$ cat src/rtl/irq_stat_pkg.sv
package irq_stat_pkg;
    timeunit 1ns;
    timeprecision 100ps;

    localparam int STAT_W = 7;
    localparam int OFS_W  = 8;

    localparam logic [OFS_W-1:0] OFS_STATUS = 8'h04;
    localparam logic [OFS_W-1:0] OFS_MSET   = 8'h08;
    localparam logic [OFS_W-1:0] OFS_MCLR   = 8'h0C;
    localparam logic [OFS_W-1:0] OFS_MASK   = 8'h10;
    localparam logic [OFS_W-1:0] OFS_TXTHR  = 8'h28;
    localparam logic [OFS_W-1:0] OFS_RXTHR  = 8'h2C;

    // status bit positions
    localparam int B_RX_OVF   = 0;
    localparam int B_MODE_FLT = 1;
    localparam int B_TX_LOW   = 2;
    localparam int B_RX_HIGH  = 3;
    localparam int B_RX_AVAIL = 4;
    localparam int B_TX_FULL  = 5;
    localparam int B_TX_UNDF  = 6;

    // bits driven by a condition (clear wins), the rest are events (set wins)
    localparam logic [STAT_W-1:0] LEVEL_BITS = 7'b0111100;

    typedef struct packed {
        logic stat_clr;
        logic mask_set;
        logic mask_clr;
        logic txthr_wr;
        logic rxthr_wr;
    } wr_strobe_t;
endpackage

$ cat src/rtl/irq_reg_decode.sv
module irq_reg_decode
    import irq_stat_pkg::*;
(
    input  logic             we,
    input  logic [OFS_W-1:0] addr,
    output wr_strobe_t       strb
);
    timeunit 1ns;
    timeprecision 100ps;

    always_comb begin
        strb          = '0;
        strb.stat_clr = we && (addr == OFS_STATUS);
        strb.mask_set = we && (addr == OFS_MSET);
        strb.mask_clr = we && (addr == OFS_MCLR);
        strb.txthr_wr = we && (addr == OFS_TXTHR);
        strb.rxthr_wr = we && (addr == OFS_RXTHR);
    end
endmodule

$ cat src/rtl/irq_cond_gen.sv
module irq_cond_gen
    import irq_stat_pkg::*;
#(
    parameter int FIFO_DEPTH = 64,
    parameter int CNT_W      = 7
) (
    input  logic [CNT_W-1:0]  tx_level,
    input  logic [CNT_W-1:0]  rx_level,
    input  logic [CNT_W-1:0]  tx_thr,
    input  logic [CNT_W-1:0]  rx_thr,
    input  logic              rx_push_try,
    input  logic              tx_pop_try,
    input  logic              mode_fault,
    output logic [STAT_W-1:0] hits
);
    timeunit 1ns;
    timeprecision 100ps;

    localparam logic [CNT_W-1:0] DEPTH_C = CNT_W'(FIFO_DEPTH);

    logic rx_full, tx_empty;
    assign rx_full  = rx_level >= DEPTH_C;
    assign tx_empty = tx_level == '0;

    always_comb begin
        hits             = '0;
        hits[B_RX_OVF]   = rx_push_try && rx_full;
        hits[B_MODE_FLT] = mode_fault;
        hits[B_TX_LOW]   = tx_level < tx_thr;
        hits[B_RX_HIGH]  = rx_level >= rx_thr;
        hits[B_RX_AVAIL] = rx_level != '0;
        hits[B_TX_FULL]  = tx_level >= DEPTH_C;
        hits[B_TX_UNDF]  = tx_pop_try && tx_empty;
    end
endmodule

$ cat src/rtl/irq_stat_bank.sv
module irq_stat_bank
    import irq_stat_pkg::*;
(
    input  logic              clk,
    input  logic              rst,
    input  wr_strobe_t        strb,
    input  logic [STAT_W-1:0] wbits,
    input  logic [STAT_W-1:0] hits,
    output logic [STAT_W-1:0] stat_q,
    output logic [STAT_W-1:0] mask_q
);
    timeunit 1ns;
    timeprecision 100ps;

    logic [STAT_W-1:0] clr, stat_d, mask_d;

    assign clr = strb.stat_clr ? wbits : '0;

    for (genvar i = 0; i < STAT_W; i++) begin : g_bit
        if (LEVEL_BITS[i]) begin : g_level
            assign stat_d[i] = (stat_q[i] | hits[i]) & ~clr[i];
        end else begin : g_event
            assign stat_d[i] = (stat_q[i] & ~clr[i]) | hits[i];
        end
    end

    always_comb begin
        mask_d = mask_q;
        if (strb.mask_set) mask_d = mask_d | wbits;
        if (strb.mask_clr) mask_d = mask_d & ~wbits;
    end

    always_ff @(posedge clk) begin
        if (rst) begin
            stat_q <= '0;
            mask_q <= '0;
        end else begin
            stat_q <= stat_d;
            mask_q <= mask_d;
        end
    end
endmodule

$ cat src/rtl/spi_irq_status.sv
module spi_irq_status
    import irq_stat_pkg::*;
#(
    parameter int FIFO_DEPTH = 64,
    parameter int CNT_W      = $clog2(FIFO_DEPTH + 1),
    parameter int DATA_W     = 32
) (
    input  logic              clk,
    input  logic              rst,
    input  logic              reg_we,
    input  logic [OFS_W-1:0]  reg_waddr,
    input  logic [DATA_W-1:0] reg_wdata,
    input  logic [OFS_W-1:0]  reg_raddr,
    output logic [DATA_W-1:0] reg_rdata,
    input  logic [CNT_W-1:0]  tx_level,
    input  logic [CNT_W-1:0]  rx_level,
    input  logic              rx_push_try,
    input  logic              tx_pop_try,
    input  logic              mode_fault,
    output logic              irq
);
    timeunit 1ns;
    timeprecision 100ps;

    localparam logic [CNT_W-1:0] DEPTH_C = CNT_W'(FIFO_DEPTH);
    localparam logic [CNT_W-1:0] THR_RST = CNT_W'(1);

    wr_strobe_t        strb;
    logic [STAT_W-1:0] hits, stat_q, mask_q;
    logic [CNT_W-1:0]  tx_thr_q, rx_thr_q, thr_wval;
    logic              thr_too_big;

    irq_reg_decode u_dec (
        .we   (reg_we),
        .addr (reg_waddr),
        .strb (strb)
    );

    irq_cond_gen #(.FIFO_DEPTH(FIFO_DEPTH), .CNT_W(CNT_W)) u_cond (
        .tx_level    (tx_level),
        .rx_level    (rx_level),
        .tx_thr      (tx_thr_q),
        .rx_thr      (rx_thr_q),
        .rx_push_try (rx_push_try),
        .tx_pop_try  (tx_pop_try),
        .mode_fault  (mode_fault),
        .hits        (hits)
    );

    irq_stat_bank u_bank (
        .clk    (clk),
        .rst    (rst),
        .strb   (strb),
        .wbits  (reg_wdata[STAT_W-1:0]),
        .hits   (hits),
        .stat_q (stat_q),
        .mask_q (mask_q)
    );

    // threshold write value, clamped to the FIFO depth
    assign thr_too_big = (|reg_wdata[DATA_W-1:CNT_W]) || (reg_wdata[CNT_W-1:0] > DEPTH_C);
    assign thr_wval    = thr_too_big ? DEPTH_C : reg_wdata[CNT_W-1:0];

    always_ff @(posedge clk) begin
        if (rst) begin
            tx_thr_q <= THR_RST;
            rx_thr_q <= THR_RST;
        end else begin
            if (strb.txthr_wr) tx_thr_q <= thr_wval;
            if (strb.rxthr_wr) rx_thr_q <= thr_wval;
        end
    end

    always_comb begin
        reg_rdata = '0;
        case (reg_raddr)
            OFS_STATUS: reg_rdata[STAT_W-1:0] = stat_q;
            OFS_MASK:   reg_rdata[STAT_W-1:0] = mask_q;
            OFS_TXTHR:  reg_rdata[CNT_W-1:0]  = tx_thr_q;
            OFS_RXTHR:  reg_rdata[CNT_W-1:0]  = rx_thr_q;
            default:    reg_rdata = '0;
        endcase
    end

    assign irq = |(stat_q & mask_q);
endmodule

$ cat config.mk
export PLATFORM = sky130hd
export DESIGN_NAME = spi_irq_status
export DESIGN_NICKNAME = d
export VERILOG_FILES = /design/src/rtl/irq_stat_pkg.sv /design/src/rtl/irq_reg_decode.sv /design/src/rtl/irq_cond_gen.sv /design/src/rtl/irq_stat_bank.sv /design/src/rtl/spi_irq_status.sv
export SDC_FILE = /design/constraint.sdc
export NUM_CORES = 1
export LEC_CHECK = 0
export BUFFER_PORTS_ARGS = -buffer_cell sky130_fd_sc_hd__buf_2
export CORE_ASPECT_RATIO = 1.75
export CORE_MARGIN = 2
export CORE_UTILIZATION = 46
export CTS_CLUSTER_SIZE = 25
export DETAILED_ROUTE_END_ITERATION = 12
export GPL_TIMING_DRIVEN = 0
export HOLD_SLACK_MARGIN = 0.12
export MAX_ROUTING_LAYER = met4
export PLACE_DENSITY = 0.81
export REMOVE_ABC_BUFFERS = 1
export SETUP_SLACK_MARGIN = 0.05
export SYNTH_ARGS = -nofsm -noshare
export SYNTH_HDL_FRONTEND = slang
export SYNTH_SLANG_ARGS = --single-unit
$ cat constraint.sdc
create_clock -name clk -period 2.3 [get_ports clk]
set_input_delay 0.46 -clock clk [delete_from_list [all_inputs] [get_ports clk]]
set_output_delay 0.46 -clock clk [all_outputs]
set_load 0.01 [all_outputs]
==> reports/qor.csv <==
stage,metric,value,unit
timing,rsz0062_at_grt,yes,
synthesis,synthArstFlopShare,0,%
final_layout,fin_nets,398,
final_layout,final_cell_area,2432,um^2
timing,tightestPinTransition,0.9080,ns
placement,place.gp.congestion,0.9440,
synthesis,synth_xor_area_share,0,%
die,core-area,4150,um^2
global_routing,grt_pass1_vias,1844,
synthesis,muxShareOfSynthArea,0,%
synthesis,yosys_warnings,0,
timing,max_freq,440.8,MHz
timing,final_hold_viol_count,0,
power_and_ir_drop,vdd_drop_max,0.3803,mV
final_layout,num_antenna_cells,0,
clock_tree,cts_hold_buffers,0,
timing,min_period,2.269,ns
clock_tree,cts_tree,yes,
synthesis,syn_inst,244,
final_layout,drive_gt1_share,29.43,%
worst_setup_path,arrival,1.81,ns
final_layout,final_cells,365,
synthesis,synth_cell_types,45,
worst_setup_path,worstPathBufferInverterCount,2,
drt,detail-route-antenna-nets,0,
drt,vias,2045,
synthesis,synth_area,1988,um^2
die,fp.dieArea,4885,um^2
timing,fin_skew,0.009720,ns
synthesis,ys_seq_area_share,28.19,%
worst_setup_path,cp_slowest_cell,or3_1,
drt,drt_iter0_markers,83,
drt,viasPerCell,5.603,
worst_setup_path,path_max_fanout,4,
worst_setup_path,critPathKind,primary input to primary output,
worst_setup_path,slowest_delay,0.37,ns
synthesis,synth.top_cell.area_share,28.19,%
clock_tree,cts_buffers,3,
synthesis,avgSynthCellArea,8.148,um^2
synthesis,synth_simple_gate_area_share,25.11,%
die,die_x,53.70,um
power_and_ir_drop,p_leak,0.9763,nW
drt,wl_per_cell,14.14,um
power_and_ir_drop,powerDensity,433.6,nW/um^2
die,row_count,31,
synthesis,synth-compound-area-share,24.23,%
clock_tree,clk_pin_slew_worst_paths,0.09,ns
timing,maxSlewViolCount,0,
synthesis,synthAdderAreaFrac,8.181,%
placement,dp_cells,358,
final_layout,final_common_cell,buf_2,
synthesis,ys_ff_latch,28,
final_layout,fillers,389,
synthesis,synth_area_leader_cell,dfxtp_1,
global_routing,grt_pass1_wl,8252,um
status,outcome,finished clean,
global_routing,grt_remaining_overflow,0,
timing,tns,0,ns
placement,dpl.hpwl,4207,um
die,die_h,90.97,um
clock_tree,clkLatencyLatePin,0.28,ns
run,maxCapViolCount,0,
clock_tree,h-tree-depth,1,
drt,first_pass_iters,4,
worst_setup_path,crit_required,1.84,ns
timing,finalCritPeriodShare,98.63,%
global_routing,grt_max_degree,34,
final_layout,layout_common_cells,"buf_2, dfxtp_1, conb_1",
global_routing,antenna_found_initial,0,
timing,hold_slack,0.3955,ns
placement,io_buffers,75,
global_routing,grt_util_all_layers,22.76,%
worst_setup_path,path_cells,buf_6 > nor4_4 > nand3_2 > or3_1 > a21oi_2 > a311o_1 > buf_2,
timing,slew_headroom,39.25,%
die,io_pins,101,
synthesis,synth_top_family_by_area,simple AND/OR/NAND/NOR gates,
drt,drc,0,
worst_hold_path,hp-class,primary input to flip-flop,
worst_setup_path,reg2reg_from,rx_thr_q[0],
worst_setup_path,critical_path.endpoint_type,primary output,
clock_tree,clockRootBuffer,clkbuf_8,
placement,placed_area,2287,um^2
synthesis,yosys-top-cells-area,"dfxtp_1, buf_4, ha_1",
worst_setup_path,startpoint_type,primary input,
worst_setup_path,cp_top_family,simple AND/OR/NAND/NOR gates,
final_layout,area_growth,22.34,%
clock_tree,clk_path_buf_depth,2,
synthesis,ys.flop_type,dfxtp_1,
die,start_util,47.90,%
power_and_ir_drop,fin_total_pwr,0.001055,W
worst_hold_path,hp-start,mode_fault,
timing,setup_violations,0,
worst_setup_path,startpoint,reg_raddr[6],
drt,routed_wl,5161,um
synthesis,synth-edff-count,0,
clock_tree,cts.sinks,28,
## routing by layer
layer | vias up | share of wire (%) | GRT usage [%]
met2 | 116 | 54 | 39.43
li1 | 1001 | - | -
met5 | - | 0 | -
met4 | 0 | 3.7 | 8.761
met1 | 914 | 36 | 26.13
met3 | 14 | 6.7 | 1.151
## cell families after synthesis
group,Yosys count
AND/OR/NAND/NOR,88
AO/OA/AOI/OAI,66
buffers and inverters,48
flip-flops,28
adder cells (fa/ha/maj),13
other,1
## where the power goes
part / switching (W) / internal [W] / leakage [nW]
registers: 0.00000794 / 0.000492 / 0.227
logic: 0.0000972 / 0.0000752 / 0.713
clock network: 0.000149 / 0.000233 / 0.0357
## cell usage after synthesis, types with 5 or more instances
| cell type | instances |
|---|---|
| o32ai_1 | 10 |
| inv_1 | 14 |
| nand3_1 | 13 |
| a22o_1 | 5 |
| nand2_1 | 20 |
| buf_4 | 25 |
| a211oi_1 | 10 |
| a21oi_1 | 15 |
| nor4_1 | 9 |
| dfxtp_1 | 28 |
| buf_2 | 5 |
| nor2_1 | 14 |
| ha_1 | 13 |
| nor2b_1 | 10 |
## through the flow
stage	worst slack (ns)	utilization, %
2_1_floorplan	0.1347	-
6_report	0.03150	58.61
5_1_grt	-0.06280	58.61
3_5_place_dp	-0.2733	55.11
3_3_place_gp	-0.2312	55.11
4_1_cts	0.06378	58.16
## what timing repair did
action,CTS,global route
pin swaps,1,1
resized for setup,3,4
setup endpoints to repair,7,5
buffers inserted,3,0
## layout make-up
type	instances	area (um^2)	share of cell area (%)
Multi-Input combinational cell	192	1264	51.95
Clock buffer	3	41.29	1.698
Sequential cell	28	560.5	23.05
Tap cell	49	61.31	2.521
Inverter	14	52.55	2.160
Clock inverter	1	30.03	1.235
Timing Repair Buffer	78	422.9	17.39
## final timing paths
check	to	cells past startpoint	slack, ns
max	reg_rdata[1]	7	0.03
min	u_bank.stat_q[1]	3	0.40
max reg2reg	u_bank.stat_q[3]	6	0.73
min reg2reg	u_bank.stat_q[2]	2	0.51
## worst min-delay path: stages
cell,delay [ns]
buf_2,0.08
a21oi_1,0.03
nor2_1,0.06
(Power assumes the default switching activity.)
